### config.mk
export PLATFORM = sky130hd
export DESIGN_NAME = cpwm_gen
export DESIGN_NICKNAME = d
export VERILOG_FILES = /design/src/rtl/cpwm_pkg.sv /design/src/rtl/cpwm_timebase.sv /design/src/rtl/cpwm_duty.sv /design/src/rtl/cpwm_deadtime.sv /design/src/rtl/cpwm_events.sv /design/src/rtl/cpwm_gen.sv
export SDC_FILE = /design/constraint.sdc
export NUM_CORES = 1
export LEC_CHECK = 0
export BUFFER_PORTS_ARGS = -buffer_cell sky130_fd_sc_hd__buf_4
export CAP_MARGIN = 20
export CORE_ASPECT_RATIO = 1.2
export CORE_MARGIN = 3
export CORE_UTILIZATION = 33
export CTS_CLUSTER_SIZE = 20
export DETAILED_ROUTE_END_ITERATION = 12
export PLACE_DENSITY_LB_ADDON = 0.1
export SLEW_MARGIN = 20
export SYNTH_ARGS = -nofsm -noshare
export SYNTH_HDL_FRONTEND = slang
export SYNTH_SLANG_ARGS = --single-unit
### constraint.sdc
create_clock -name clk_i -period 7.4 [get_ports clk_i]
set_input_delay 0.37 -clock clk_i [delete_from_list [all_inputs] [get_ports clk_i]]
set_output_delay 0.37 -clock clk_i [all_outputs]
set_load 0.1 [all_outputs]
### src/rtl/cpwm_pkg.sv
package cpwm_pkg;
  typedef enum logic [1:0] {
    DT_POS = 2'b00,
    DT_NEG = 2'b01,
    DT_OFF = 2'b10,
    DT_RSV = 2'b11
  } dt_mode_e;

  // bit 7 down to bit 0
  typedef struct packed {
    logic     clie;
    logic     trgie;
    logic     xres;
    logic     iue;
    logic     mdsel;
    logic     itb;
    dt_mode_e dt;
  } cfg_t;

  localparam int unsigned CFG_W = $bits(cfg_t);
endpackage

### src/rtl/cpwm_timebase.sv
module cpwm_timebase #(
  parameter int unsigned CW = 16
) (
  input  logic          clk_i,
  input  logic          rst_ni,
  input  logic          itb_i,
  input  logic          xres_i,
  input  logic          cur_lim_i,
  input  logic          per_we_i,
  input  logic [CW-1:0] wdata_i,
  input  logic [CW-1:0] pri_period_i,
  output logic [CW-1:0] cnt_o,
  output logic          roll_o
);
  logic [CW-1:0] per_q, cnt_q, period;
  logic          ext_clr;

  assign period  = itb_i ? per_q : pri_period_i;
  assign roll_o  = (cnt_q >= period);
  assign ext_clr = xres_i & itb_i & cur_lim_i;
  assign cnt_o   = cnt_q;

  always_ff @(posedge clk_i or negedge rst_ni) begin
    if (!rst_ni) begin
      per_q <= '0;
      cnt_q <= '0;
    end else begin
      if (per_we_i) per_q <= wdata_i;
      if (ext_clr || roll_o) cnt_q <= '0;
      else                   cnt_q <= cnt_q + CW'(1);
    end
  end
endmodule

### src/rtl/cpwm_duty.sv
module cpwm_duty #(
  parameter int unsigned CW       = 16,
  parameter int unsigned DUTY_MIN = 16'h0008,
  parameter int unsigned DUTY_MAX = 16'hFFEF
) (
  input  logic          clk_i,
  input  logic          rst_ni,
  input  logic          duty_we_i,
  input  logic          mduty_we_i,
  input  logic [CW-1:0] wdata_i,
  input  logic          mdsel_i,
  input  logic          iue_i,
  input  logic          roll_i,
  output logic [CW-1:0] active_o
);
  localparam logic [CW-1:0] LO = CW'(DUTY_MIN);
  localparam logic [CW-1:0] HI = CW'(DUTY_MAX);

  logic [CW-1:0] buf_q, mbuf_q, act_q, src, wclamp;

  always_comb begin
    if (wdata_i < LO)      wclamp = LO;
    else if (wdata_i > HI) wclamp = HI;
    else                   wclamp = wdata_i;
  end

  assign src      = mdsel_i ? mbuf_q : buf_q;
  assign active_o = act_q;

  always_ff @(posedge clk_i or negedge rst_ni) begin
    if (!rst_ni) begin
      buf_q  <= '0;
      mbuf_q <= '0;
      act_q  <= '0;
    end else begin
      if (duty_we_i)  buf_q  <= wclamp;
      if (mduty_we_i) mbuf_q <= wclamp;
      if (iue_i || roll_i) act_q <= src;
    end
  end
endmodule

### src/rtl/cpwm_deadtime.sv
module cpwm_deadtime
  import cpwm_pkg::*;
#(
  parameter int unsigned DTW = 8
) (
  input  logic           clk_i,
  input  logic           rst_ni,
  input  logic           raw_h_i,
  input  dt_mode_e       mode_i,
  input  logic [DTW-1:0] dt_i,
  output logic           h_o,
  output logic           l_o
);
  logic [1:0]     raw;
  logic [DTW-1:0] run [2];
  logic           h_d, l_d, h_q, l_q;

  assign raw = {~raw_h_i, raw_h_i};

  // run[g]: cycles phase g has already been active, saturating
  for (genvar g = 0; g < 2; g++) begin : g_run
    always_ff @(posedge clk_i or negedge rst_ni) begin
      if (!rst_ni)            run[g] <= '0;
      else if (!raw[g])       run[g] <= '0;
      else if (run[g] != '1)  run[g] <= run[g] + DTW'(1);
    end
  end

  always_comb begin
    unique case (mode_i)
      DT_POS: begin
        h_d = raw[0] && (run[0] >= dt_i);
        l_d = raw[1] && (run[1] >= dt_i);
      end
      DT_NEG: begin
        h_d = raw[0] || (raw[1] && (run[1] < dt_i));
        l_d = raw[1] || (raw[0] && (run[0] < dt_i));
      end
      default: begin
        h_d = raw[0];
        l_d = raw[1];
      end
    endcase
  end

  always_ff @(posedge clk_i or negedge rst_ni) begin
    if (!rst_ni) begin
      h_q <= 1'b0;
      l_q <= 1'b0;
    end else begin
      h_q <= h_d;
      l_q <= l_d;
    end
  end

  assign h_o = h_q;
  assign l_o = l_q;
endmodule

### src/rtl/cpwm_events.sv
module cpwm_events #(
  parameter int unsigned CW = 16
) (
  input  logic          clk_i,
  input  logic          rst_ni,
  input  logic [CW-1:0] cnt_i,
  input  logic          trig_we_i,
  input  logic [CW-1:0] wdata_i,
  input  logic          trgie_i,
  input  logic          clie_i,
  input  logic          cur_lim_i,
  output logic          trg_flag_o,
  output logic          trg_irq_o,
  output logic          cl_flag_o,
  output logic          cl_irq_o
);
  logic [CW-1:0] trig_q;
  logic          cl_d, trg_hit, cl_rise;

  assign trg_hit = (cnt_i == trig_q);
  assign cl_rise = cur_lim_i & ~cl_d;

  always_ff @(posedge clk_i or negedge rst_ni) begin
    if (!rst_ni) begin
      trig_q     <= '0;
      cl_d       <= 1'b0;
      trg_flag_o <= 1'b0;
      trg_irq_o  <= 1'b0;
      cl_flag_o  <= 1'b0;
      cl_irq_o   <= 1'b0;
    end else begin
      if (trig_we_i) trig_q <= wdata_i;
      cl_d      <= cur_lim_i;
      trg_irq_o <= trgie_i & trg_hit;
      cl_irq_o  <= clie_i & cl_rise;
      if (!trgie_i)     trg_flag_o <= 1'b0;
      else if (trg_hit) trg_flag_o <= 1'b1;
      if (!clie_i)      cl_flag_o  <= 1'b0;
      else if (cl_rise) cl_flag_o  <= 1'b1;
    end
  end
endmodule

### src/rtl/cpwm_gen.sv
module cpwm_gen
  import cpwm_pkg::*;
#(
  parameter int unsigned CW       = 16,
  parameter int unsigned DTW      = 8,
  parameter int unsigned DUTY_MIN = 16'h0008,
  parameter int unsigned DUTY_MAX = 16'hFFEF
) (
  input  logic           clk_i,
  input  logic           rst_ni,
  input  logic           cfg_we_i,
  input  logic           per_we_i,
  input  logic           duty_we_i,
  input  logic           mduty_we_i,
  input  logic           trig_we_i,
  input  logic [CW-1:0]  wdata_i,
  input  logic [CW-1:0]  pri_period_i,
  input  logic [DTW-1:0] dt_cnt_i,
  input  logic           cur_lim_i,
  output logic [CW-1:0]  cnt_o,
  output logic           pwm_h_o,
  output logic           pwm_l_o,
  output logic           trg_flag_o,
  output logic           trg_irq_o,
  output logic           cl_flag_o,
  output logic           cl_irq_o
);
  cfg_t          cfg_q;
  logic [CW-1:0] cnt, active_duty;
  logic          roll, raw_h;

  always_ff @(posedge clk_i or negedge rst_ni) begin
    if (!rst_ni)       cfg_q <= '0;
    else if (cfg_we_i) cfg_q <= cfg_t'(wdata_i[CFG_W-1:0]);
  end

  cpwm_timebase #(.CW(CW)) u_tb (
    .clk_i(clk_i), .rst_ni(rst_ni), .itb_i(cfg_q.itb), .xres_i(cfg_q.xres),
    .cur_lim_i(cur_lim_i), .per_we_i(per_we_i), .wdata_i(wdata_i),
    .pri_period_i(pri_period_i), .cnt_o(cnt), .roll_o(roll)
  );

  cpwm_duty #(.CW(CW), .DUTY_MIN(DUTY_MIN), .DUTY_MAX(DUTY_MAX)) u_duty (
    .clk_i(clk_i), .rst_ni(rst_ni), .duty_we_i(duty_we_i), .mduty_we_i(mduty_we_i),
    .wdata_i(wdata_i), .mdsel_i(cfg_q.mdsel), .iue_i(cfg_q.iue), .roll_i(roll),
    .active_o(active_duty)
  );

  assign raw_h = (cnt < active_duty);

  cpwm_deadtime #(.DTW(DTW)) u_dt (
    .clk_i(clk_i), .rst_ni(rst_ni), .raw_h_i(raw_h), .mode_i(cfg_q.dt),
    .dt_i(dt_cnt_i), .h_o(pwm_h_o), .l_o(pwm_l_o)
  );

  cpwm_events #(.CW(CW)) u_ev (
    .clk_i(clk_i), .rst_ni(rst_ni), .cnt_i(cnt), .trig_we_i(trig_we_i),
    .wdata_i(wdata_i), .trgie_i(cfg_q.trgie), .clie_i(cfg_q.clie),
    .cur_lim_i(cur_lim_i), .trg_flag_o(trg_flag_o), .trg_irq_o(trg_irq_o),
    .cl_flag_o(cl_flag_o), .cl_irq_o(cl_irq_o)
  );

  assign cnt_o = cnt;
endmodule

After elaboration in Yosys (flattened, before gate mapping)
Index checks and enable logic that the tools add are counted.

word-level totals
  bits in registers = 127
  output and inout bits = 22
  word-level logic and storage cells = 72

cells by class
  reductions and logical operators = 10
  $lt $le $gt $ge = 8
  bitwise gates (word level) = 7
  eq/ne operators = 7
  add/sub/neg operators = 3
  muxes and demuxes = 15

operators by type and width
  operator                                               number
  2-to-1 mux 16 bit                                      5
  2-to-1 mux 8 bit                                       4
  adder 16 x 1 -> 16 bit, second input constant          1
  adder 8 x 1 -> 8 bit, second input constant            2
  == test 16 bit                                         1
  >= comparator 16 bit                                   1
  >= comparator 8 bit                                    2
  greater-than comparator 16 bit, second input constant  1
  < comparator 16 bit                                    1
  < comparator 16 x 4 -> 1 bit, second input constant    1
  < comparator 8 bit                                     2
  inequality test 8 bit, second input constant           2
  AND 1 bit                                              5
  logical AND 1 bit                                      4
  logical OR 1 bit                                       4
  2-to-1 mux 1 bit                                       4
  inequality test 2 x 1 -> 1 bit, second input constant  2
  case mux 1 bit (2 select lines)                        2
  == test 2 x 1 -> 1 bit, second input constant          1
  logical NOT 2 bit                                      1
  inequality test 2 bit, second input constant           1
  NOT 1 bit                                              2
  nonzero test 2 bit                                     1

Longest topological paths before layout
  depth after elaboration = 5
  mapped depth = 12

Cells and area by module
Synthesis repeated with hierarchy kept, for this count alone.

second synthesis, totals
  cells, all modules = 591
  area, all modules = 6754.0 µm²

by module, submodules not included
  module         cells an instance  instances  area each (µm²)
  cpwm_duty      161                1          2050.7
  cpwm_timebase  163                1          1880.6
  cpwm_deadtime  133                1          1231.2
  cpwm_events    65                 1          922.1
  cpwm_gen       69                 1          669.4

Worst setup path after synthesis
No wires, ideal clock.

  path kind = reg2reg
  start = register cfg_q[2] (netlist name)
  end = register u_duty.act_q[0], in the netlist u_duty.active_o[0]
  setup slack = 4.412 ns
  setup time = 0.125 ns
  stages on the path, launching flop included = 11
  path buffers = 3
  arrival = 2.863 ns
  clock period less this slack = 2.988 ns
  path through = dfrtp_1 > clkbuf_1 > clkbuf_1 > mux2i_1 > ha_1 > a211oi_2 > o21bai_1 > a2111oi_4 > o211a_1 > buf_6 > mux2_2

between the ends
  longest elaborated chain between the ends = 3

RTL lines
  element                 RTL line             RTL
  start, declared         cpwm_gen.sv:28       cfg_t cfg_q;
  start signal, assigned  cpwm_gen.sv:34       else if (cfg_we_i) cfg_q <= cfg_t'(wdata_i[CFG_W-1:0]);
  2-to-1 mux 16 bit       cpwm_timebase.sv:18  assign period = itb_i ? per_q : pri_period_i;
  >= comparator 16 bit    cpwm_timebase.sv:19  assign roll_o = (cnt_q >= period);
  logical OR 1 bit        cpwm_duty.sv:38      if (iue_i || roll_i) act_q <= src;
  end signal, assigned    cpwm_duty.sv:38
  end, declared           cpwm_duty.sv:19      logic [CW-1:0] buf_q, mbuf_q, act_q, src, wclamp;

No other way between the ends.
A chain may end at the register's enable or synchronous reset.

Worst setup path in the final report
Same ends and word-level chain as after synthesis.

==> flow_summary.toml <==
[run_status]
status = "complete, but fails checks"
failed_checks = "hold timing"

[synth]
synth_edf_count = 0
synthesis.area_sq_um = 6670
seq_area_frac_synth = 0.476
async_flop_share = 1.00
syn_nets = 662
ys_ff_latch = 127
netlist_instances = 564
synth_warnings = 0
synth-main-ff-cell = "dfrtp_1"
synth.distinct_cells = 48
syn-mean-instance-area_sq_um = 11.8

[drt]
drtAntennaViolNets = 0
post_drt_wl_per_cell_microns = 19.5
vias_per_cell = 5.04
routed_wl_microns = 17800
drc = 0
drt_iter0_markers = 145
dr.pass1.iters = 6
vias = 4583

[grt]
grt_usage = 0.170
met2_usage = 0.289
first_global_vias = 4851
gr-max-usage-layer = "met2"
use_met3 = 0.0378
grtUsageMet1 = 0.212
grt_antenna_before_repair = 0
grt_max_degree = 74
overflow = 0
grt_pass1_wl_microns = 28000

[power_and_ir_drop]
power.density_nw_per_um2 = 283
power_leakage_nw = 3.79
ir_worst_vdd_mv = 0.135

[worst_setup_path]
cpMaxStageDelayCell = "dfrtp_1"
path_common_cell = "mux2_2"
end_kind = "register"
start_kind = "register"
path_cells = "mux2_2 -> ha_1 -> nand2b_1 -> a211oi_2 -> o21bai_1 -> a2111oi_4 -> o211a_1 -> mux2_2"
cpPeakStageDelay_ns = 0.99
worstSetupPathType = "register to register"
worstPathRequired_ns = 7.70
cp_data_arrival_time_ns = 4.11
cp_max_fo = 18

[timing]
hold_viol = 26
holdWs_ns = -0.0348
fin_crit_ns = 3.80
rsz0062_at_grt = "no"
fmax_mhz = 263
finalSetupViolations = 0
fin_crit_sh = 0.514
fin_skew_ns = 0.00821
slew_headroom = 0.340
report.final.slew_viol_count = 0
tns_ns = 0
tightestPinTransition_ns = 0.990

[cts]
cts_made_buffers = 17
h-tree-depth = 4
clk_pin_slew_ns = 0.06
cts.sinks = 127
ctsHoldBuffers = 0
clockBufferDepth = 2
cts_resized = 0
worstSkewPairLatency_ns = 0.42
clock-root-buffer = "clkbuf_16"
post_cts_buffers = 0
cts_tree = "built"

[min_path]
hp-class = "primary input to asynchronous set/reset pin"

[floorplanning]
start_util = 0.339
num_rows = 56
die_x_microns = 136
die_area_sq_um = 22000
ios = 70
core_sq_um = 19700
fp.dieH_microns = 162

[place]
io_buffer_count = 69
post-dp-hpwl_microns = 13000
gp_congestion = 0.787

[cells_and_area]
drive_gt1_frac = 0.279
final_common_cell = "dfrtp_1"
n_antenna_cell = 0
final_nets = 734
syn_to_final_growth_pct = 21.1
layout_common_cells = "dfrtp_1 (127), mux2_2 (72), buf_4 (69)"

[job]
drv_cap = 0
==> report_power, final <==
part	switching (W)	leakage, nW	total (W)	internal [W]
registers	0.0000993	1.55	0.000886	0.000786
clock network	0.000339	0.309	0.000908	0.000569
logic	0.000288	1.94	0.000490	0.000202
total	0.000726	3.79	0.00228	0.00156
==> registers in the layout, indices dropped and copies added, names as in the netlist <==
register and count:
u_tb.per_q 16, u_duty.mbuf_q 16, u_ev.cl_irq_o 1, u_tb.cnt_o 16, u_ev.trig_q 16, u_dt.h_o 1
cfg_q 8, u_duty.buf_q 16, u_dt.run 16, u_ev.cl_flag_o 1, u_dt.l_o 1, u_duty.active_o 16
u_ev.cl_d 1, u_ev.trg_irq_o 1, u_ev.trg_flag_o 1
==> area by class of cell <==
class | count | area [sq um]
clock inverters | 15 | 208
repair buffers | 70 | 529
inverters | 28 | 105
well taps | 261 | 327
multi-input cells | 392 | 3300
fillers | 1901 | 11600
clock buffers | 17 | 425
flip-flops and latches | 127 | 3180
==> synth_stat cells, types with 3 or more instances <==
master	instances	area, sq um
clkbuf_1	12	45.0
and4_1	4	35.0
nand4_1	19	119
a21o_1	4	30.0
xor2_1	12	105
inv_1	28	105
and3_1	10	62.6
nand2_1	13	48.8
xnor2_1	24	210
o21a_1	9	67.6
nand3_1	14	70.1
dfrtp_1	127	3180
and2_1	3	18.8
mux2_2	72	811
nor4_1	3	18.8
ha_1	50	626
nor3_1	4	20.0
a21oi_1	19	95.1
nor2b_1	7	43.8
mux2i_1	47	470
o21ai_0	10	50.1
nor2_1	41	154
==> worst max-delay path, delay by kind of cell (launching register included) <==
family,cells,cell delay (ns)
simple gates,1,0.15
compound gates,4,1.45
mux,2,0.83
fa+ha+maj,1,0.26
flops,1,0.99
==> worst paths after layout <==
| check | startpoint | end | slack, ns | depth (start not counted) |
|---|---|---|---|---|
| max in group asynchronous | rst_ni | u_tb.per_q[4] | 6.19 | 2 |
| min in group clk_i | cur_lim_i | u_ev.cl_d | 0.09 | 1 |
| hold reg to reg | u_ev.trg_flag_o | u_ev.trg_flag_o | 0.50 | 1 |
| setup / recovery | cfg_q[2] | u_duty.active_o[0] | 3.60 | 8 |
| setup reg to reg | cfg_q[2] | u_duty.active_o[0] | 3.60 | 8 |
| hold / removal | rst_ni | u_dt.run[7] | -0.03 | 1 |
==> stage by stage <==
stage               std cells  setup WS (ns)  total power [W]  cell area, sq um  utilization
global route              910           3.44          0.00241              8080        0.410
finish                    910           3.60          0.00228              8080        0.410
floorplan                 564           4.41          0.00123              6670            -
global placement          878           3.59          0.00138              7440        0.378
detailed placement        878           3.55          0.00140              7440        0.378
CTS                       910           3.55          0.00232              8070        0.410
==> cell families after synthesis <==
family / after synthesis / share of synthesized area
and+or+nand+nor: 125 / 0.0959
muxes: 119 / 0.192
adders and majority gates: 50 / 0.0938
DFF: 127 / 0.476
AOI/OAI and AO/OA: 62 / 0.0662
buffers and inverters: 45 / 0.0283
xor gates and xnor gates: 36 / 0.0473
==> routing by layer <==
layer  routed length [microns]  up-vias
met2                      8900       90
met3                       637       31
met5                         0        -
met1                      7790     2287
met4                       439        0
li1                          -     2175
No activity file was read; power rests on OpenSTA's default activity.
